## src/rtl/can_fc_pkg.sv

```systemverilog
package can_fc_pkg;

    localparam int REC_W      = 8;
    localparam int TEC_W      = 9;
    localparam int LEC_W      = 3;
    localparam int STAT_W     = 32;
    localparam int STAT_TEC_W = TEC_W - 1;

    localparam int STAT_REC_LSB = 24;
    localparam int STAT_TEC_LSB = 16;
    localparam int STAT_LEC_LSB = 4;
    localparam int STAT_BO_BIT  = 2;
    localparam int STAT_EP_BIT  = 1;
    localparam int STAT_EW_BIT  = 0;

    typedef logic [REC_W-1:0] rec_t;
    typedef logic [TEC_W-1:0] tec_t;

    typedef enum logic [LEC_W-1:0] {
        CODE_NONE    = 3'd0,
        CODE_STUFF   = 3'd1,
        CODE_FORM    = 3'd2,
        CODE_ACK     = 3'd3,
        CODE_BIT_REC = 3'd4,
        CODE_BIT_DOM = 3'd5,
        CODE_CRC     = 3'd6,
        CODE_MARKER  = 3'd7
    } code_e;

    typedef struct packed {
        rec_t cnt;
    } rx_state_t;

    typedef struct packed {
        tec_t cnt;
    } tx_state_t;

    typedef struct packed {
        code_e code;
    } code_state_t;

endpackage

```

## src/rtl/can_fc_rx_cnt.sv

```systemverilog
module can_fc_rx_cnt
    import can_fc_pkg::*;
#(
    parameter int unsigned SMALL_STEP = 1,
    parameter int unsigned BIG_STEP   = 8,
    parameter int unsigned SNAP_ABOVE = 128,
    parameter int unsigned SNAP_TO    = 120
) (
    input  logic clk,
    input  logic rst_n,
    input  logic clr,
    input  logic freeze,
    input  logic err,
    input  logic err_big,
    input  logic ok,
    output rec_t count
);

    typedef logic [REC_W:0] rec_ext_t;

    localparam rec_ext_t STEP_S  = rec_ext_t'(SMALL_STEP);
    localparam rec_ext_t STEP_B  = rec_ext_t'(BIG_STEP);
    localparam rec_ext_t CNT_MAX = {1'b0, {REC_W{1'b1}}};
    localparam rec_t     SNAP_A  = rec_t'(SNAP_ABOVE);
    localparam rec_t     SNAP_T  = rec_t'(SNAP_TO);
    localparam rec_t     ONE     = rec_t'(1);

    rx_state_t st_d, st_q;
    rec_ext_t  sum_d;

    always_comb begin
        st_d  = st_q;
        sum_d = {1'b0, st_q.cnt} + (err_big ? STEP_B : STEP_S);
        if (clr) begin
            st_d.cnt = '0;
        end else if (!freeze) begin
            if (err) begin
                st_d.cnt = (sum_d > CNT_MAX) ? '1 : sum_d[REC_W-1:0];
            end else if (ok) begin
                if (st_q.cnt > SNAP_A) begin
                    st_d.cnt = SNAP_T;
                end else if (st_q.cnt != '0) begin
                    st_d.cnt = st_q.cnt - ONE;
                end
            end
        end
    end

    always_ff @(posedge clk) begin
        if (!rst_n) begin
            st_q <= '0;
        end else begin
            st_q <= st_d;
        end
    end

    assign count = st_q.cnt;

    assert_rx_err_no_wrap_R2: assert property (@(posedge clk) disable iff (!rst_n)
        (err && !clr && !freeze) |=> (count >= $past(count)));

    assert_rx_snap_R3: assert property (@(posedge clk) disable iff (!rst_n)
        (ok && !err && !clr && !freeze && count > SNAP_A) |=> (count == SNAP_T));

    assert_rx_frozen_R7: assert property (@(posedge clk) disable iff (!rst_n)
        (freeze && !clr) |=> $stable(count));

endmodule

```

## src/rtl/can_fc_tx_cnt.sv

```systemverilog
module can_fc_tx_cnt
    import can_fc_pkg::*;
#(
    parameter int unsigned ERR_STEP = 8
) (
    input  logic clk,
    input  logic rst_n,
    input  logic clr,
    input  logic err,
    input  logic ok,
    output tec_t count,
    output logic bus_off
);

    localparam tec_t STEP_T = tec_t'(ERR_STEP);
    localparam tec_t BO_LIM = tec_t'((2 ** (TEC_W - 1)) - 1);
    localparam tec_t ONE    = tec_t'(1);

    tx_state_t st_d, st_q;
    logic      frozen;

    assign frozen = (st_q.cnt > BO_LIM);

    always_comb begin
        st_d = st_q;
        if (clr) begin
            st_d.cnt = '0;
        end else if (!frozen) begin
            if (err) begin
                st_d.cnt = st_q.cnt + STEP_T;
            end else if (ok && st_q.cnt != '0) begin
                st_d.cnt = st_q.cnt - ONE;
            end
        end
    end

    always_ff @(posedge clk) begin
        if (!rst_n) begin
            st_q <= '0;
        end else begin
            st_q <= st_d;
        end
    end

    assign count   = st_q.cnt;
    assign bus_off = frozen;

    assert_tx_err_step_R4: assert property (@(posedge clk) disable iff (!rst_n)
        (err && !clr && !bus_off) |=> (count == $past(count) + STEP_T));

    assert_tx_floor_R4: assert property (@(posedge clk) disable iff (!rst_n)
        (ok && !err && !clr && count == '0) |=> (count == '0));

    assert_tx_busoff_hold_R7: assert property (@(posedge clk) disable iff (!rst_n)
        (bus_off && !clr) |=> (bus_off && $stable(count)));

endmodule

```

## src/rtl/can_fc_code_reg.sv

```systemverilog
module can_fc_code_reg
    import can_fc_pkg::*;
(
    input  logic             clk,
    input  logic             rst_n,
    input  logic             hw_err,
    input  logic             hw_ok,
    input  logic [LEC_W-1:0] hw_code,
    input  logic             sw_we,
    input  logic [LEC_W-1:0] sw_data,
    output code_e            code
);

    code_state_t st_d, st_q;

    always_comb begin
        st_d = st_q;
        if (hw_err) begin
            st_d.code = code_e'(hw_code);
        end else if (hw_ok) begin
            st_d.code = CODE_NONE;
        end else if (sw_we) begin
            st_d.code = code_e'(sw_data);
        end
    end

    always_ff @(posedge clk) begin
        if (!rst_n) begin
            st_q <= '0;
        end else begin
            st_q <= st_d;
        end
    end

    assign code = st_q.code;

    // input assumption: hardware only reports codes 1..6
    assert_code_legal_R9: assert property (@(posedge clk) disable iff (!rst_n)
        hw_err |-> (hw_code >= 3'd1 && hw_code <= 3'd6));

    assert_code_err_load_R9: assert property (@(posedge clk) disable iff (!rst_n)
        hw_err |=> (code == code_e'($past(hw_code))));

    assert_code_clear_R10: assert property (@(posedge clk) disable iff (!rst_n)
        (hw_ok && !hw_err) |=> (code == CODE_NONE));

    assert_code_sw_R11: assert property (@(posedge clk) disable iff (!rst_n)
        (sw_we && !hw_err && !hw_ok) |=> (code == code_e'($past(sw_data))));

endmodule

```

## src/rtl/can_fault_status.sv

```systemverilog
module can_fault_status
    import can_fc_pkg::*;
#(
    parameter int unsigned RX_SMALL_STEP = 1,
    parameter int unsigned RX_BIG_STEP   = 8,
    parameter int unsigned RX_SNAP_ABOVE = 128,
    parameter int unsigned RX_SNAP_TO    = 120,
    parameter int unsigned TX_ERR_STEP   = 8,
    parameter int unsigned WARN_AT       = 96,
    parameter int unsigned PASSIVE_ABOVE = 127
) (
    input  logic              clk,
    input  logic              rst_n,
    input  logic              rx_err,
    input  logic              rx_err_big,
    input  logic              rx_ok,
    input  logic              tx_err,
    input  logic              tx_ok,
    input  logic [2:0]        err_code,
    input  logic              sw_code_we,
    input  logic [2:0]        sw_code_wdata,
    input  logic              recover_clr,
    output logic [31:0]       status_word
);

    localparam rec_t REC_WARN = rec_t'(WARN_AT);
    localparam tec_t TEC_WARN = tec_t'(WARN_AT);
    localparam rec_t REC_PASS = rec_t'(PASSIVE_ABOVE);
    localparam tec_t TEC_PASS = tec_t'(PASSIVE_ABOVE);

    rec_t  rec_cnt;
    tec_t  tec_cnt;
    code_e last_code;
    logic  bus_off;
    logic  warn;
    logic  passive;

    can_fc_rx_cnt #(
        .SMALL_STEP (RX_SMALL_STEP),
        .BIG_STEP   (RX_BIG_STEP),
        .SNAP_ABOVE (RX_SNAP_ABOVE),
        .SNAP_TO    (RX_SNAP_TO)
    ) rx_cnt_i (
        .clk     (clk),
        .rst_n   (rst_n),
        .clr     (recover_clr),
        .freeze  (bus_off),
        .err     (rx_err),
        .err_big (rx_err_big),
        .ok      (rx_ok),
        .count   (rec_cnt)
    );

    can_fc_tx_cnt #(
        .ERR_STEP (TX_ERR_STEP)
    ) tx_cnt_i (
        .clk     (clk),
        .rst_n   (rst_n),
        .clr     (recover_clr),
        .err     (tx_err),
        .ok      (tx_ok),
        .count   (tec_cnt),
        .bus_off (bus_off)
    );

    can_fc_code_reg code_i (
        .clk     (clk),
        .rst_n   (rst_n),
        .hw_err  (rx_err | tx_err),
        .hw_ok   (rx_ok | tx_ok),
        .hw_code (err_code),
        .sw_we   (sw_code_we),
        .sw_data (sw_code_wdata),
        .code    (last_code)
    );

    always_comb begin
        warn    = (rec_cnt >= REC_WARN) || (tec_cnt >= TEC_WARN);
        passive = (rec_cnt >  REC_PASS) || (tec_cnt >  TEC_PASS);

        status_word = '0;
        status_word[STAT_REC_LSB +: REC_W]      = rec_cnt;
        status_word[STAT_TEC_LSB +: STAT_TEC_W] = tec_cnt[STAT_TEC_W-1:0];
        status_word[STAT_LEC_LSB +: LEC_W]      = last_code;
        status_word[STAT_BO_BIT]                = bus_off;
        status_word[STAT_EP_BIT]                = passive;
        status_word[STAT_EW_BIT]                = warn;
    end

    assert_passive_has_warn_R6: assert property (@(posedge clk) disable iff (!rst_n)
        status_word[STAT_EP_BIT] |-> status_word[STAT_EW_BIT]);

    assert_busoff_is_passive_R7: assert property (@(posedge clk) disable iff (!rst_n)
        status_word[STAT_BO_BIT] |-> status_word[STAT_EP_BIT]);

    assert_recover_zero_R7: assert property (@(posedge clk) disable iff (!rst_n)
        recover_clr |=> (status_word[31:16] == 16'd0 && !status_word[STAT_BO_BIT]));

    assert_sw_no_count_R11: assert property (@(posedge clk) disable iff (!rst_n)
        (sw_code_we && !rx_err && !rx_ok && !tx_err && !tx_ok && !recover_clr)
            |=> $stable(status_word[31:16]));

endmodule

```

## config.mk

```make
export PLATFORM = sky130hd
export DESIGN_NAME = can_fault_status
export DESIGN_NICKNAME = d
export VERILOG_FILES = /design/src/rtl/can_fc_pkg.sv /design/src/rtl/can_fc_rx_cnt.sv /design/src/rtl/can_fc_tx_cnt.sv /design/src/rtl/can_fc_code_reg.sv /design/src/rtl/can_fault_status.sv
export SDC_FILE = /design/constraint.sdc
export NUM_CORES = 1
export LEC_CHECK = 0
export ABC_AREA = 0
export BUFFER_PORTS_ARGS = -buffer_cell sky130_fd_sc_hd__buf_4
export CORE_MARGIN = 2
export CORE_UTILIZATION = 28
export CTS_CLUSTER_DIAMETER = 40
export DETAILED_ROUTE_END_ITERATION = 7
export GPL_ROUTABILITY_DRIVEN = 0
export GPL_TIMING_DRIVEN = 0
export PLACE_DENSITY = 0.59
export SYNTH_ARGS = -nofsm -noshare
export SYNTH_HDL_FRONTEND = slang
export SYNTH_HIERARCHICAL = 1
export SYNTH_SLANG_ARGS = --single-unit
```

## constraint.sdc

```tcl
create_clock -name clk -period 2 [get_ports clk]
set_clock_uncertainty 0.1 [all_clocks]
set_input_delay 0.1 -clock clk [delete_from_list [all_inputs] [get_ports clk]]
set_output_delay 0.1 -clock clk [all_outputs]
set_load 0.1 [all_outputs]
```

==> impl_metrics.env, run 1 <==
export IMPL_critPathMaxFanout=4
export IMPL_synth_top_area_share_pct=21.8
export IMPL_setup_viol=0
export IMPL_timing_rr_end="rx_cnt_i/count[2]"
export IMPL_syn_to_final_growth_pct=52.5
export IMPL_synth_area_sq_mm=0.00184
export IMPL_dieArea_sq_mm=0.00722
export IMPL_synth_edff_count=0
export IMPL_final_hold_violation_count=0
export IMPL_hpwl_um=3890
export IMPL_clock_sinks=20
export IMPL_worstPathArrival_ps=2050
export IMPL_stdcell_area_sq_mm=0.00280
export IMPL_fillers=591
export IMPL_p_leak_uw=0.00115
export IMPL_outcome="completed"
export IMPL_timing_worst_slew_pin_value_ps=508
export IMPL_synth_compound_area_share_pct=29.1
export IMPL_cp_required_ps=2080
export IMPL_multiInputGateArea_sq_mm=0.00144
export IMPL_portBuffers=36
export IMPL_top_level_ports=47
export IMPL_antenna_found_initial=0
export IMPL_worstSetupPathType="reg -> reg"
export IMPL_grt_ovfl_total=0
export IMPL_drv_slew=0
export IMPL_grt_pass1_vias=2006
export IMPL_rr_worst_depth=8
export IMPL_cts_tree="done"
export IMPL_synth_xor_area_share_pct=1.43
export IMPL_setup_tns_final_ps=0
export IMPL_slew_headroom_pct=66.1
export IMPL_ys_flop_type="dfxtp_1"
export IMPL_synth_area_per_cell_sq_um=7.81
export IMPL_holdPathStages=3
export IMPL_synth_top_family_by_area="compound AO/OA/AOI/OAI gates"
export IMPL_seqCellArea_sq_um=443
export IMPL_ys_types=62
export IMPL_rsz0062_at_grt="true"
export IMPL_cts_root_buf="clkbuf_8"
export IMPL_grt_first_pass_wirelength_um=9400
export IMPL_hold_worst_slack_ps=16.2
export IMPL_insertion_delay_ps=270
export IMPL_yosysSeqAreaShare_pct=21.8
export IMPL_detail_route_wl_per_cell_um=15.1
export IMPL_ys_warn_count=6
export IMPL_die_w_um=85.0
export IMPL_ctsHtreeMaxLevel=1
export IMPL_route_detailed_drc=0
export IMPL_synth_fa_ha_area_share_pct=8.18
export IMPL_synthesis_instances=235
export IMPL_cts_buffers=3
export IMPL_ys_ff_latch=20
export IMPL_antenna_cells=0
export IMPL_synth_top_area_cell="dfxtp_1"
export IMPL_final_nets=337
export IMPL_ir_drop_uv=326
export IMPL_synthArstFlopShare_pct=0
export IMPL_cts_buffer_depth=2
export IMPL_drive_above_1_share_pct=46.6
export IMPL_hold_path_startpoint="rst_n"
export IMPL_fin_util_pct=44.1
export IMPL_placed_area_sq_mm=0.00234
export IMPL_grt_max_degree=13
export IMPL_antenna_left=0
export IMPL_synthTopCellsByArea="dfxtp_1, ha_1, o21ai_0, buf_4, inv_1"
export IMPL_synthMuxAreaShare_pct=0
export IMPL_worstSetupEndpointType="flop"
export IMPL_drv_cap=0
export IMPL_drtIter0Drc=214
export IMPL_yosys_area_share_simple_pct=27.1
export IMPL_core_area_sq_mm=0.00635
export IMPL_groute_usage_overall_pct=15.6
export IMPL_start_util_pct=28.9
export IMPL_fmax_mhz=507
export IMPL_cts_clk_slew_worst_paths_ps=80
export IMPL_rows=29
export IMPL_finalCritPeriodShare_pct=98.7
export IMPL_via_per_inst=5.33
export IMPL_via_count=2059
export IMPL_dieHeight_um=85.0
export IMPL_power_uw=2120
export IMPL_period_needed_ps=1970
export IMPL_hp_class="in -> reg"
export IMPL_drt_wl_total_um=5830
export IMPL_rr_startpoint="rx_cnt_i/count[0]"
export IMPL_holdPathEnd="code_i/code[1]"
export IMPL_cp_start_kind="flop"
export IMPL_power_density_mw_per_mm2=757
export IMPL_r2r_slack_ps=30
export IMPL_drtPass1Iterations=4
[kinds of logic after synthesis]
group,count (synthesis)
AOI/OAI and AO/OA,76
DFF,20
other,1
and+or+nand+nor,80
buffers and inverters,43
xor gates and xnor gates,3
adders and majority gates,12
[how the worst max path moves through the flow]
stage                 startpoint                end  slack, ps  cells after the start
2_1_floorplan  tx_cnt_i/count[4]  rx_cnt_i/count[3]       -130                      9
3_3_place_gp   tx_cnt_i/count[3]  rx_cnt_i/count[3]       -130                      9
3_5_place_dp   tx_cnt_i/count[3]  rx_cnt_i/count[3]       -140                      9
4_1_cts        tx_cnt_i/count[4]  rx_cnt_i/count[3]        -50                      9
5_1_grt        tx_cnt_i/count[1]  tx_cnt_i/count[6]        -60                      8
6_report       rx_cnt_i/count[0]  rx_cnt_i/count[2]         30                      8
[critical path, stage by stage, from the launching register on]
cell     delay (ps)
dfxtp_4         370
inv_4            60
ha_4            140
or4b_4          470
buf_4           160
buf_4           130
o31ai_2         210
a21oi_1         120
o32ai_2         130
[power by group]
group	internal, uW	switching, uW
registers	433	50.4
logic	426	787
clock network	267	155
[repair_timing]
action                                 CTS  global route
buffers inserted                        16             6
setup endpoints to repair                9            13
resized for setup                       10            35
hold buffers                             3             0
pin swaps                                9            15
cloned                                   1             0
endpoints found under the hold margin    3             0
[metrics by stage]
stage | std cells | worst slack (ps)
floorplan | 244 | -133
global placement | 357 | -132
detailed placement | 357 | -139
CTS | 380 | -45.8
global route | 386 | -56.7
finish | 386 | 26.1
[layout make-up]
type	instances	share of cell area, %
clock buffers	3	1.48
well taps	77	3.44
plain buffers	24	6.26
repair buffers	62	17.4
inverters	18	3.22
flip-flops and latches	20	15.8
clock inverters	1	1.07
multi-input cells	181	51.3
[cell usage in the layout, fill, tap and decap left out, types with 5 or more instances in the layout]
| cell type | Yosys | final |
|---|---|---|
| buf_4 | 13 | 69 |
| o21ai_0 | 20 | 17 |
| nor2_1 | 15 | 15 |
| inv_1 | 18 | 13 |
| conb_1 | 1 | 10 |
| nand4_1 | 10 | 10 |
| nand3_1 | 9 | 9 |
| dfxtp_4 | 0 | 9 |
| a21oi_1 | 9 | 8 |
| ha_1 | 12 | 7 |
| dfxtp_2 | 0 | 7 |
| a31oi_1 | 8 | 6 |
| nand2_1 | 5 | 5 |
| o211ai_1 | 5 | 5 |
[per-layer routing]
layer	routed length, um	vias to the layer above	GRT usage [%]
li1	-	1014	-
met1	2540	969	20.7
met2	2890	70	25.9
met3	356	6	2.33
met4	43	0	4.91
met5	0	-	0
[sequential cells by signal, indices dropped and copies added (netlist names)]
register,cells
rx_cnt_i/count,8
code_i/code,3
tx_cnt_i/count,9
[cells in the mapped netlist, types with 3 or more instances]
library cell and instances:
a211oi_1 4, a21oi_1 9, a31oi_1 8, and3_1 3, buf_2 4, buf_4 13
clkbuf_1 5, dfxtp_1 20, ha_1 12, inv_1 18, nand2_1 5, nand2b_1 4
nand3_1 9, nand4_1 10, nor2_1 15, nor3_1 6, nor3b_1 3, nor4_1 3
o211ai_1 5, o21ai_0 20, o21ai_1 3, o31ai_1 4, or2_2 3, or3_1 3
xor2_1 3
Power figures use the tool's default switching activity.
==> run 2, diff against run 1 <==
--- a/config.mk
+++ b/config.mk
@@ -7,6 +7,7 @@
 export LEC_CHECK = 0
 export ABC_AREA = 0
 export BUFFER_PORTS_ARGS = -buffer_cell sky130_fd_sc_hd__buf_4
+export CORE_ASPECT_RATIO = 1.4
 export CORE_MARGIN = 2
 export CORE_UTILIZATION = 28
 export CTS_CLUSTER_DIAMETER = 40
==> impl_metrics.env, run 2 (synthesis gave the netlist of run 1 again) <==
export IMPL_outcome="completed"
export IMPL_final_common_cell="buf_4"
export IMPL_die_w_um=72.4
export IMPL_cts_clk_slew_worst_paths_ps=80
export IMPL_multiInputGateArea_sq_mm=0.00140
export IMPL_dieArea_sq_mm=0.00723
export IMPL_placed_area_sq_mm=0.00233
export IMPL_rr_startpoint="rx_cnt_i/count[0]"
export IMPL_grt_first_pass_wirelength_um=9480
export IMPL_worstPathArrival_ps=2070
export IMPL_antenna_left=0
export IMPL_seqCellArea_sq_um=443
export IMPL_drive_above_1_share_pct=43.6
export IMPL_groute_usage_overall_pct=16.1
export IMPL_power_density_mw_per_mm2=740
export IMPL_grt_ovfl_total=0
export IMPL_cts_root_buf="clkbuf_8"
export IMPL_ctsHtreeMaxLevel=1
export IMPL_timing_worst_slew_pin_value_ps=574
export IMPL_grt_max_degree=12
export IMPL_drt_wl_total_um=6040
export IMPL_rsz0062_at_grt="true"
export IMPL_core_area_sq_mm=0.00630
export IMPL_antenna_cells=0
export IMPL_route_detailed_drc=0
export IMPL_p_leak_uw=0.00109
export IMPL_fmax_mhz=503
export IMPL_hpwl_um=4050
export IMPL_worst_slack_ps=13.3
export IMPL_slowest_stage="or4b_4"
export IMPL_final_nets=331
export IMPL_period_needed_ps=1990
export IMPL_final_cell_mix="buf_4, nor2_1, o21ai_0, inv_1"
export IMPL_worstSetupEndpointType="flop"
export IMPL_pre_cts_ws_ps=-138
export IMPL_largest_reg_flops=9
export IMPL_drtIter0Drc=164
export IMPL_via_per_inst=5.53
export IMPL_worstSetupStartpoint="rx_cnt_i/count[0]"
export IMPL_start_util_pct=29.2
export IMPL_hold_worst_slack_ps=14.5
export IMPL_dieHeight_um=99.8
export IMPL_top_level_ports=47
export IMPL_rows=34
export IMPL_stdcell_area_sq_mm=0.00268
export IMPL_portBuffers=36
export IMPL_ir_drop_uv=319
export IMPL_crit_family="simple AND/OR/NAND/NOR gates"
export IMPL_grt_pass1_vias=1998
export IMPL_drv_cap=0
export IMPL_max_stage_delay_ps=480
export IMPL_via_count=2074
export IMPL_cts_buffers=3
export IMPL_cp_required_ps=2080
export IMPL_antenna_found_initial=0
export IMPL_hold_path_startpoint="rst_n"
export IMPL_worstSetupPathType="reg -> reg"
export IMPL_critPathBufInv=1
export IMPL_drv_slew=0
export IMPL_fillers=659
export IMPL_setup_viol=0
export IMPL_cts_buffer_depth=2
export IMPL_cts_tree="done"
export IMPL_drtPass1Iterations=4
export IMPL_syn_to_final_growth_pct=45.9
export IMPL_cp_start_kind="flop"
export IMPL_critPathMaxFanout=4
export IMPL_slew_headroom_pct=61.7
export IMPL_final_hold_violation_count=0
export IMPL_detail_route_wl_per_cell_um=16.1
export IMPL_path_cells="inv_4 > ha_4 > or4b_4 > or3_4 > and4_1 > a211oi_2"
export IMPL_hp_class="in -> reg"
export IMPL_clock_sinks=20
export IMPL_insertion_delay_ps=270
export IMPL_finalCritPeriodShare_pct=99.3
[run 2: per-stage QoR]
step / power [uW] / TNS [ps] / utilization, % / instances
after floorplan: 1310 / -738 / - / 244
after global placement: 1510 / -641 / 37.0 / 352
after detailed placement: 1510 / -628 / 37.0 / 352
after CTS: 1900 / -199 / 40.0 / 371
after global routing: 2090 / -65.0 / 42.5 / 375
final: 1980 / 0 / 42.5 / 375
[run 2: repair_timing]
| item | 4_1_cts | 5_1_grt |
|---|---|---|
| hold buffers | 3 | 0 |
| gates resized for setup | 6 | 31 |
| hold endpoints to repair | 3 | 0 |
| pin swaps | 7 | 12 |
| buffers inserted | 11 | 5 |
| cloned | 1 | 0 |
| endpoints found under the setup margin | 9 | 11 |
[run 2: layout make-up]
type	count	share of cell area, %
Buffer	24	6.59
Clock buffer	4	2.06
Inverter	18	2.99
Multi-Input combinational cell	181	52.3
Sequential cell	20	16.5
Tap cell	72	3.36
Timing Repair Buffer	56	16.2
[run 2: path summary, 6_finish.rpt]
check,end,slack [ps],cells past startpoint
worst max register to register,rx_cnt_i/count[6],10,6
worst min register to register,code_i/code[0],430,2
worst min-delay path,code_i/code[0],10,3
worst max-delay path,rx_cnt_i/count[6],10,6
[run 2: per-layer routing]
layer | vias up | routed length (um) | GRT usage, % | part of all wire (%)
li1 | 1002 | - | - | -
met1 | 956 | 2370 | 19.9 | 39
met2 | 97 | 3060 | 27.4 | 51
met3 | 19 | 389 | 2.11 | 6.4
met4 | 0 | 217 | 7.55 | 3.6
met5 | - | 0 | 0 | 0
[run 2: power by group]
group / internal (uW) / leakage (uW) / switching (uW)
clock network: 176 / 0.0000288 / 158
registers: 433 / 0.000173 / 51.5
logic: 391 / 0.000890 / 772
[run 2: tightest hold or removal path: cells and delay by family]
kind	cells	cell delay, ps
compound gates	2	110
buf+inv	1	130
